`src/rtl/wfalu_pkg.sv`:
```
`timescale 1ns/1ps
package wfalu_pkg;

    typedef enum logic [3:0] {
        OP_ADD  = 4'd0,
        OP_SUB  = 4'd1,
        OP_AND  = 4'd2,
        OP_OR   = 4'd3,
        OP_XOR  = 4'd4,
        OP_SHL  = 4'd5,
        OP_SHR  = 4'd6,
        OP_ROL  = 4'd7,
        OP_ROR  = 4'd8,
        OP_INC  = 4'd9,
        OP_DEC  = 4'd10,
        OP_CMP  = 4'd11,
        OP_BIT  = 4'd12,
        OP_TSET = 4'd13,
        OP_TCLR = 4'd14,
        OP_SWAP = 4'd15
    } alu_op_e;

    typedef struct packed {
        logic n;
        logic v;
        logic z;
        logic c;
    } flag_set_t;

endpackage

```
`src/rtl/wfalu_adder.sv`:
```
`timescale 1ns/1ps
// Binary and packed-BCD adder/subtractor with a narrow-width tap.
module wfalu_adder #(
    parameter int unsigned DATA_W = 16
) (
    input  logic [DATA_W-1:0] a_i,
    input  logic [DATA_W-1:0] b_i,
    input  logic              cin_i,
    input  logic              sub_i,
    input  logic              dec_i,
    input  logic              narrow_i,
    output logic [DATA_W-1:0] sum_o,
    output logic              cout_o,
    output logic              ovf_o
);
    localparam int unsigned HALF_W   = DATA_W / 2;
    localparam int unsigned NIB_CNT  = DATA_W / 4;
    localparam int unsigned HALF_NIB = HALF_W / 4;

    logic [DATA_W-1:0] b_eff;
    logic [DATA_W:0]   bin_full;
    logic              half_carry;
    logic [NIB_CNT:0]  dchain;
    logic [DATA_W-1:0] dec_sum;
    logic [DATA_W-1:0] lane;
    logic              sa, sb, sr;

    // Subtraction is addition of the one's complement plus carry-in.
    assign b_eff      = sub_i ? ~b_i : b_i;
    assign bin_full   = {1'b0, a_i} + {1'b0, b_eff} + {{DATA_W{1'b0}}, cin_i};
    // Carry into the upper half, recovered from the sum bit.
    assign half_carry = a_i[HALF_W] ^ b_eff[HALF_W] ^ bin_full[HALF_W];

    assign dchain[0] = cin_i;

    generate
        for (genvar g = 0; g < NIB_CNT; g++) begin : g_digit
            logic [4:0] raw;
            logic       adj;
            assign raw = {1'b0, a_i[4*g +: 4]} + {1'b0, b_eff[4*g +: 4]}
                       + {4'b0000, dchain[g]};
            // Add: fix up digits above nine; subtract: fix up on borrow.
            assign adj = sub_i ? ~raw[4] : (raw > 5'd9);
            assign dchain[g+1] = sub_i ? raw[4] : adj;
            assign dec_sum[4*g +: 4] = sub_i
                ? (raw[3:0] - {1'b0, adj, adj, 1'b0})
                : (raw[3:0] + {1'b0, adj, adj, 1'b0});
        end
    endgenerate

    always_comb begin
        lane = dec_i ? dec_sum : bin_full[DATA_W-1:0];
        if (narrow_i) begin
            sum_o  = {a_i[DATA_W-1:HALF_W], lane[HALF_W-1:0]};
            cout_o = dec_i ? dchain[HALF_NIB] : half_carry;
            sa     = a_i[HALF_W-1];
            sb     = b_eff[HALF_W-1];
            sr     = bin_full[HALF_W-1];
        end else begin
            sum_o  = lane;
            cout_o = dec_i ? dchain[NIB_CNT] : bin_full[DATA_W];
            sa     = a_i[DATA_W-1];
            sb     = b_eff[DATA_W-1];
            sr     = bin_full[DATA_W-1];
        end
        ovf_o = (sa == sb) && (sr != sa);
    end

endmodule

```
`src/rtl/wfalu_unit.sv`:
```
`timescale 1ns/1ps
// Logic, shift, rotate, step, bit-modify and byte-exchange datapath.
module wfalu_unit
    import wfalu_pkg::*;
#(
    parameter int unsigned DATA_W = 16
) (
    input  alu_op_e           op_i,
    input  logic              narrow_i,
    input  logic              cin_i,
    input  logic [DATA_W-1:0] a_i,
    input  logic [DATA_W-1:0] b_i,
    output logic [DATA_W-1:0] res_o,
    output logic              cout_o
);
    localparam int unsigned HALF_W = DATA_W / 2;

    logic [DATA_W-1:0] raw;
    logic [HALF_W-1:0] keep_hi;
    logic              fill;

    always_comb begin
        raw     = a_i;
        keep_hi = a_i[DATA_W-1:HALF_W];
        cout_o  = 1'b0;
        fill    = 1'b0;
        unique case (op_i)
            OP_AND:  raw = a_i & b_i;
            OP_OR:   raw = a_i | b_i;
            OP_XOR:  raw = a_i ^ b_i;
            OP_INC:  raw = a_i + 1'b1;
            OP_DEC:  raw = a_i - 1'b1;
            OP_SHL, OP_ROL: begin
                fill   = (op_i == OP_ROL) && cin_i;
                raw    = {a_i[DATA_W-2:0], fill};
                cout_o = narrow_i ? a_i[HALF_W-1] : a_i[DATA_W-1];
            end
            OP_SHR, OP_ROR: begin
                fill   = (op_i == OP_ROR) && cin_i;
                raw    = {1'b0, a_i[DATA_W-1:1]};
                if (narrow_i) raw[HALF_W-1] = fill;
                else          raw[DATA_W-1] = fill;
                cout_o = a_i[0];
            end
            OP_TSET: begin
                raw     = b_i | a_i;
                keep_hi = b_i[DATA_W-1:HALF_W];
            end
            OP_TCLR: begin
                raw     = b_i & ~a_i;
                keep_hi = b_i[DATA_W-1:HALF_W];
            end
            OP_SWAP: raw = {a_i[HALF_W-1:0], a_i[DATA_W-1:HALF_W]};
            default: raw = a_i;
        endcase
        if (narrow_i && (op_i != OP_SWAP)) res_o = {keep_hi, raw[HALF_W-1:0]};
        else                               res_o = raw;
    end

endmodule

```
`src/rtl/wfalu_select.sv`:
```
`timescale 1ns/1ps
// Result selection, flag derivation and per-operation flag mask.
module wfalu_select
    import wfalu_pkg::*;
#(
    parameter int unsigned DATA_W = 16
) (
    input  alu_op_e           op_i,
    input  logic              narrow_i,
    input  logic              imm_i,
    input  logic [DATA_W-1:0] a_i,
    input  logic [DATA_W-1:0] b_i,
    input  logic [DATA_W-1:0] sum_i,
    input  logic              add_cout_i,
    input  logic              add_ovf_i,
    input  logic [DATA_W-1:0] unit_res_i,
    input  logic              unit_cout_i,
    output logic [DATA_W-1:0] res_o,
    output flag_set_t         flags_o,
    output logic [3:0]        mask_o,
    output logic              wr_o
);
    localparam int unsigned HALF_W = DATA_W / 2;

    logic [DATA_W-1:0] probe;
    flag_set_t         val;

    always_comb begin
        res_o = ((op_i == OP_ADD) || (op_i == OP_SUB)) ? sum_i : unit_res_i;

        if ((op_i == OP_ADD) || (op_i == OP_SUB) || (op_i == OP_CMP))
            probe = sum_i;
        else if ((op_i == OP_BIT) || (op_i == OP_TSET) || (op_i == OP_TCLR))
            probe = a_i & b_i;
        else
            probe = unit_res_i;

        val.n = narrow_i ? probe[HALF_W-1] : probe[DATA_W-1];
        val.z = narrow_i ? (probe[HALF_W-1:0] == '0) : (probe == '0);
        val.v = add_ovf_i;
        val.c = add_cout_i;
        mask_o = 4'b0000;
        wr_o   = 1'b1;

        unique case (op_i)
            OP_ADD, OP_SUB:                  mask_o = 4'b1111;
            OP_AND, OP_OR, OP_XOR,
            OP_INC, OP_DEC:                  mask_o = 4'b1010;
            OP_SHL, OP_SHR, OP_ROL, OP_ROR: begin
                mask_o = 4'b1011;
                val.c  = unit_cout_i;
            end
            OP_CMP: begin
                mask_o = 4'b1011;
                wr_o   = 1'b0;
            end
            OP_BIT: begin
                mask_o = imm_i ? 4'b0010 : 4'b1110;
                wr_o   = 1'b0;
                val.n  = narrow_i ? b_i[HALF_W-1] : b_i[DATA_W-1];
                val.v  = narrow_i ? b_i[HALF_W-2] : b_i[DATA_W-2];
            end
            OP_TSET, OP_TCLR:                mask_o = 4'b0010;
            OP_SWAP: begin
                mask_o = 4'b1010;
                val.n  = unit_res_i[HALF_W-1];
                val.z  = (unit_res_i[HALF_W-1:0] == '0);
            end
            default:                         mask_o = 4'b0000;
        endcase

        flags_o = flag_set_t'(val & mask_o);
    end

endmodule

```
`src/rtl/wfalu_core.sv`:
```
`timescale 1ns/1ps
module wfalu_core
    import wfalu_pkg::*;
#(
    parameter int unsigned DATA_W = 16
) (
    input  logic              clk,
    input  logic              rst_n,
    input  logic [3:0]        op_i,
    input  logic              narrow_i,
    input  logic              dec_i,
    input  logic              imm_i,
    input  logic              carry_i,
    input  logic [DATA_W-1:0] a_i,
    input  logic [DATA_W-1:0] b_i,
    output logic [DATA_W-1:0] result_o,
    output logic              wr_res_o,
    output logic              flag_n_o,
    output logic              flag_v_o,
    output logic              flag_z_o,
    output logic              flag_c_o,
    output logic [3:0]        flag_we_o
);
    alu_op_e           op;
    logic              is_sub, use_dec, add_cin;
    logic [DATA_W-1:0] sum, unit_res, res_d;
    logic              add_cout, add_ovf, unit_cout, wr_d;
    flag_set_t         flags_d, flags_q;
    logic [3:0]        mask_d;

    assign op      = alu_op_e'(op_i);
    assign is_sub  = (op == OP_SUB) || (op == OP_CMP);
    assign use_dec = dec_i && ((op == OP_ADD) || (op == OP_SUB));
    assign add_cin = (op == OP_CMP) ? 1'b1 : carry_i;

    wfalu_adder #(.DATA_W(DATA_W)) u_adder (
        .a_i      (a_i),
        .b_i      (b_i),
        .cin_i    (add_cin),
        .sub_i    (is_sub),
        .dec_i    (use_dec),
        .narrow_i (narrow_i),
        .sum_o    (sum),
        .cout_o   (add_cout),
        .ovf_o    (add_ovf)
    );

    wfalu_unit #(.DATA_W(DATA_W)) u_unit (
        .op_i     (op),
        .narrow_i (narrow_i),
        .cin_i    (carry_i),
        .a_i      (a_i),
        .b_i      (b_i),
        .res_o    (unit_res),
        .cout_o   (unit_cout)
    );

    wfalu_select #(.DATA_W(DATA_W)) u_select (
        .op_i        (op),
        .narrow_i    (narrow_i),
        .imm_i       (imm_i),
        .a_i         (a_i),
        .b_i         (b_i),
        .sum_i       (sum),
        .add_cout_i  (add_cout),
        .add_ovf_i   (add_ovf),
        .unit_res_i  (unit_res),
        .unit_cout_i (unit_cout),
        .res_o       (res_d),
        .flags_o     (flags_d),
        .mask_o      (mask_d),
        .wr_o        (wr_d)
    );

    always_ff @(posedge clk or negedge rst_n) begin
        if (!rst_n) begin
            result_o  <= '0;
            wr_res_o  <= 1'b0;
            flags_q   <= '0;
            flag_we_o <= 4'b0000;
        end else begin
            result_o  <= res_d;
            wr_res_o  <= wr_d;
            flags_q   <= flags_d;
            flag_we_o <= mask_d;
        end
    end

    assign flag_n_o = flags_q.n;
    assign flag_v_o = flags_q.v;
    assign flag_z_o = flags_q.z;
    assign flag_c_o = flags_q.c;

endmodule

```
`config.mk`:
```
export PLATFORM = sky130hd
export DESIGN_NAME = wfalu_core
export DESIGN_NICKNAME = d
export VERILOG_FILES = /design/src/rtl/wfalu_pkg.sv /design/src/rtl/wfalu_adder.sv /design/src/rtl/wfalu_unit.sv /design/src/rtl/wfalu_select.sv /design/src/rtl/wfalu_core.sv
export SDC_FILE = /design/constraint.sdc
export NUM_CORES = 1
export LEC_CHECK = 0
export BUFFER_PORTS_ARGS = -buffer_cell sky130_fd_sc_hd__buf_2
export CAP_MARGIN = 30
export CELL_PAD_IN_SITES_DETAIL_PLACEMENT = 1
export CELL_PAD_IN_SITES_GLOBAL_PLACEMENT = 2
export CORE_ASPECT_RATIO = 0.6
export CORE_MARGIN = 1
export CORE_UTILIZATION = 36
export CTS_BUF_LIST = sky130_fd_sc_hd__clkbuf_16
export CTS_CLUSTER_SIZE = 12
export DETAILED_ROUTE_END_ITERATION = 12
export GPL_TIMING_DRIVEN = 0
export PLACE_DENSITY_LB_ADDON = 0.1
export SYNTH_ARGS = -nofsm -noshare
export SYNTH_HDL_FRONTEND = slang
export SYNTH_SLANG_ARGS = --single-unit
```
`constraint.sdc`:
```
create_clock -name clk -period 0.8 [get_ports clk]
set_input_delay 0.16 -clock clk [delete_from_list [all_inputs] [get_ports clk]]
set_output_delay 0.16 -clock clk [all_outputs]
set_load 0.005 [all_outputs]
```
**Yosys cells after proc, flatten, opt, wreduce, memory -nomap -nowiden**

Cells that the tools add are included.

- $mul: 0
- Reduce and logical (&&, ||, !) cells: 23
- Bitwise gates (word level): 13
- Add/subtract/negate cells: 20
- Muxes and demuxes: 42
- Equal/unequal tests: 18
- Order comparisons: 4
- Shift-type cells: 0
- Divide/modulo/power cells: 0

Operators with widths:

| operator | count |
|---|---|
| $pmux 16 s9 | 1 |
| $mux 16 | 7 |
| $and 16x16->16 | 2 |
| $eq 4x4->1 const B | 8 |
| $not 16->16 | 2 |
| $mux 1 | 25 |
| $add 4x4->5 | 4 |
| $add 5x1->5 | 4 |
| $gt 5x4->1 const B | 4 |
| $mux 4 | 5 |
| $pmux 4 s5 | 1 |
| $add 16x16->17 | 1 |
| $add 17x1->17 | 1 |
| $add 16x1->16 const B | 1 |
| $add 4x3->4 | 4 |
| $eq 4x3->1 const B | 4 |
| $logic_not 16->1 | 1 |
| $logic_not 8->1 | 2 |
| $or 16x16->16 | 1 |
| $sub 16x1->16 const B | 1 |
| $sub 4x3->4 | 4 |
| $xor 16x16->16 | 1 |
| $reduce_or 2->1 | 6 |
| $eq 4x2->1 const B | 2 |
| other kinds (15) | 28 |

- Bits in writable memories: 0
- Memories: 0
- ROM bits: 0
- Bits in registers: 25
- Latch bits: 0
- Logic and storage cells: 127
- Input bits: 42

**Longest topological paths before layout**

- Depth after elaboration: 28
- Depth in mapped cells: 48

**Modules after synthesis**

A second synthesis with hierarchy kept.

- Cell total of the unflattened synthesis: 873
- Area, all modules: 6,188.4 µm²

By module, submodules not included:

| module | area each (µm²) | times used | cells an instance |
|---|---|---|---|
| wfalu_unit | 2,590.0 | 1 | 434 |
| wfalu_adder | 2,209.6 | 1 | 307 |
| wfalu_select | 724.4 | 1 | 102 |
| wfalu_core | 664.4 | 1 | 30 |

**Worst setup path after synthesis**

Ideal clock, no wire load.

- Path type: input-to-reg
- Start: input op_i[1]
- End: register flags_q (netlist bit flag_n_o)
- Slack: -7.497 ns
- Stages: 46
- Library setup time: 0.065 ns
- Arrival time: 8.232 ns
- Path buffers: 4
- Data required time: 0.735 ns
- Cells stage by stage: buf_6 nor2_1 o21a_1 buf_2 buf_2 buf_1 xnor2_1 fa_1 inv_1 fa_1 xnor2_1 nand2_1 nand3_1 nand2_1 fa_1 inv_1 fa_1 nor2b_1 [10 not listed] inv_1 fa_1 xnor2_1 nand2b_1 a211oi_1 a21oi_1 ha_1 inv_1 ha_1 nor2_1 nand2_1 a21boi_0 o21a_1 a211oi_1 a211oi_1 nor2_1 nor3_1 o21a_1

RTL lines:

| what | RTL line | source |
|---|---|---|
| from (decl) | wfalu_core.sv:9 | `input logic [3:0] op_i,` |
| to (signal assigned) | wfalu_core.sv:84 | `flags_q <= flags_d;` |
| to (decl) | wfalu_core.sv:28 | `flag_set_t flags_d, flags_q;` |

==> impl_metrics.json <==
{
  "status": "complete, but fails checks",
  "failed_checks": "hold timing, setup timing",
  "grt_usage_pct": 36.34,
  "synth_top_area_share_pct": 16.51,
  "fin_ws_ns": -7.065,
  "place_ws_ns": -8.221,
  "setup_viol_count_final": 49,
  "p_sw_mw": 6.163,
  "drive_above_1_share_pct": 34.06,
  "synth_cell_type_count": 89,
  "path_clk_slew_ns": 0.08,
  "cts_tree": "yes",
  "grt_pass1_vias": 7827,
  "syn-num-nets": 997,
  "post-route-min-period_ns": 7.865,
  "hpwl_um": 25370,
  "seq_power_share_pct": 11.7,
  "syn_inst": 861,
  "gr-total-overflow": 0,
  "die_w_um": 173.7,
  "p_int_mw": 6.566,
  "cpPeakStageDelay_ns": 0.45,
  "routed_wirelength_um": 34520,
  "dieHeight_um": 105.0,
  "worstPathArrival_ns": 8.05,
  "yosysWarnings": 0,
  "fmax_mhz": 127.1,
  "comb_power_share_pct": 78.8,
  "globalplace.congestion": 0.9620,
  "synth_top_cells_by_count": "88 x nand2_1, 84 x ha_1, 74 x nor2_1",
  "initial_core_util_pct": 36.97,
  "synth.most_common_cell": "nand2_1",
  "ys_seq_elements": 25,
  "yosysTopAreaCell": "ha_1",
  "numCtsBuffers": 3,
  "cts-htree-levels": 1,
  "antenna_found_initial": 1,
  "synth_area_per_cell_um2": 7.395,
  "p_clk_share_pct": 9.5,
  "path_class": "input port to register",
  "relSlewSlack_pct": 19.20,
  "slowest_stage": "fa_2",
  "antenna_cells": 0,
  "swShare_pct": 48.41,
  "area_delta_synth_final_pct": 38.08,
  "io_buffers": 64,
  "fin_crit_sh_pct": 983.1,
  "synth_edf_count": 0,
  "synth_area_leaders": "ha_1 17%, dfrtp_1 9.8%, nand2_1 5.2%, o21ai_0 4.8%, a21oi_1 4.4%",
  "synth_area_um2": 6367,
  "cap_violations": 0,
  "leakage_nw": 3.840,
  "nets": 1153,
  "ys_seq_area_share_pct": 9.825,
  "firstDrtPassIters": 5,
  "grt_max_degree": 26,
  "wl_per_cell_um": 27.62,
  "cts_sinks": 25,
  "drtIter0Drc": 760,
  "holdWs_ns": -0.08108,
  "slew_violations": 0,
  "core_um2": 17220,
  "dieArea_um2": 18240,
  "rows": 37,
  "min_path_type": "input port to asynchronous set/reset pin",
  "clockRootBuffer": "clkbuf_16",
  "seq_area_um2": 625.6,
  "critPathLaunchType": "input port",
  "rsz0062_at_grt": "yes",
  "synth-async-reset-ratio_pct": 100.0,
  "route.detailed.drc": 0,
  "multi_input_area_um2": 6065,
  "power.density_nw_per_um2": 1448,
  "num-fill-cells": 2103,
  "ios": 67,
  "synth_ff_type": "dfrtp_1",
  "grt_pass1_wl_um": 49710,
  "cp_common_cell": "fa_2",
  "worst_pin_slew_ns": 1.181,
  "required_ns": 0.99,
  "vdd_drop_max_v": 0.0008915,
  "via_per_inst": 6.374,
  "critPathMaxFanout": 4,
  "hold_viol": 25,
  "cp-end-kind": "register",
  "detail-route-antenna-nets": 0,
  "via_count": 7968,
  "cts_buffer_depth": 2
}
power groups by stage:
stage	registers (mW)	clock network, mW	logic (mW)
2_1_floorplan	1.53	0	4.90
3_3_place_gp	1.49	0	6.83
3_5_place_dp	1.50	0	7.04
4_1_cts	1.48	1.20	8.73
5_1_grt	1.50	1.25	10.5
6_report	1.48	1.21	10.0
what timing repair did:
| action | in CTS | in global routing |
|---|---|---|
| endpoints found under the hold margin | 25 | 25 |
| setup endpoints to repair | 48 | 49 |
| resized for setup | 98 | 61 |
| pin swaps | 49 | 62 |
| buffers inserted | 55 | 38 |
layout by cell type (no fill, tap or decap), types with 24 or more instances in the layout:
master and count:
inv_1 45, buf_4 80, dfrtp_1 25, nor2_1 63
o21ai_0 42, xnor2_1 24, nand2_1 79, buf_2 72
ha_1 75, a21oi_1 43
routing by layer:
metal	wire [um]	part of all wire [%]	vias up	track usage (%)
met4	638	1.8	0	5.890
met5	0	0	-	0
met2	14330	41	427	54.27
met3	3172	9.2	59	8.188
li1	-	-	3477	-
met1	16390	47	4005	53.32
critical path, delay by kind of cell:
family | cells | cell delay (ns)
adders and majority gates | 10 | 3.27
AOI/OAI and AO/OA | 11 | 1.94
and+or+nand+nor | 12 | 1.48
buffers and inverters | 10 | 0.88
xor gates and xnor gates | 2 | 0.29
stage by stage:
stage / std cells / power, mW / utilization [%] / setup TNS, ns / instance area, um^2
after floorplan: 861 / 6.425 / - / -87.40 / 6710
after global placement: 1159 / 8.327 / 42.52 / -109.98 / 7323
after detailed placement: 1160 / 8.542 / 42.57 / -111.48 / 7331
after CTS: 1218 / 11.42 / 48.06 / -95.08 / 8277
after global routing: 1250 / 13.28 / 51.05 / -99.53 / 8792
final: 1250 / 12.73 / 51.05 / -96.48 / 8792
cells by family (layout without fill, tap and decap cells):
logic type                 after synthesis  count (layout)  synth area share, %
DFF                                     25              25                9.825
buffers and inverters                  105             260                7.585
xor gates and xnor gates                45              45                6.190
and+or+nand+nor                        288             288                21.95
adders and majority gates               95              95                19.83
AOI/OAI and AO/OA                      284             284                31.66
muxes                                   18              18                2.908
other                                    1               1              0.05889
sequential cells by signal, indices dropped and copies added, names as in the netlist:
signal,count
flag_we_o,4
flag_c_o,1
wr_res_o,1
flag_z_o,1
flag_n_o,1
flag_v_o,1
result_o,16
final cells by class:
class                   count  area share (%)
repair buffers            154           12.27
well taps                 234           3.330
flip-flops and latches     25           7.115
plain buffers              49           5.152
clock buffers               3          0.8538
multi-input cells         731           68.98
clock inverters             1         0.04269
inverters                  53           2.263
worst paths after layout:
check | from | endpoint | slack [ns]
worst min-delay path | rst_n | result_o[12] | -0.08
max in group asynchronous | rst_n | result_o[11] | 0.45
min in group clk | imm_i | flag_we_o[2] | 0.14
worst max-delay path | op_i[1] | flag_z_o | -7.07
No activity file was read; power rests on OpenSTA's default activity.
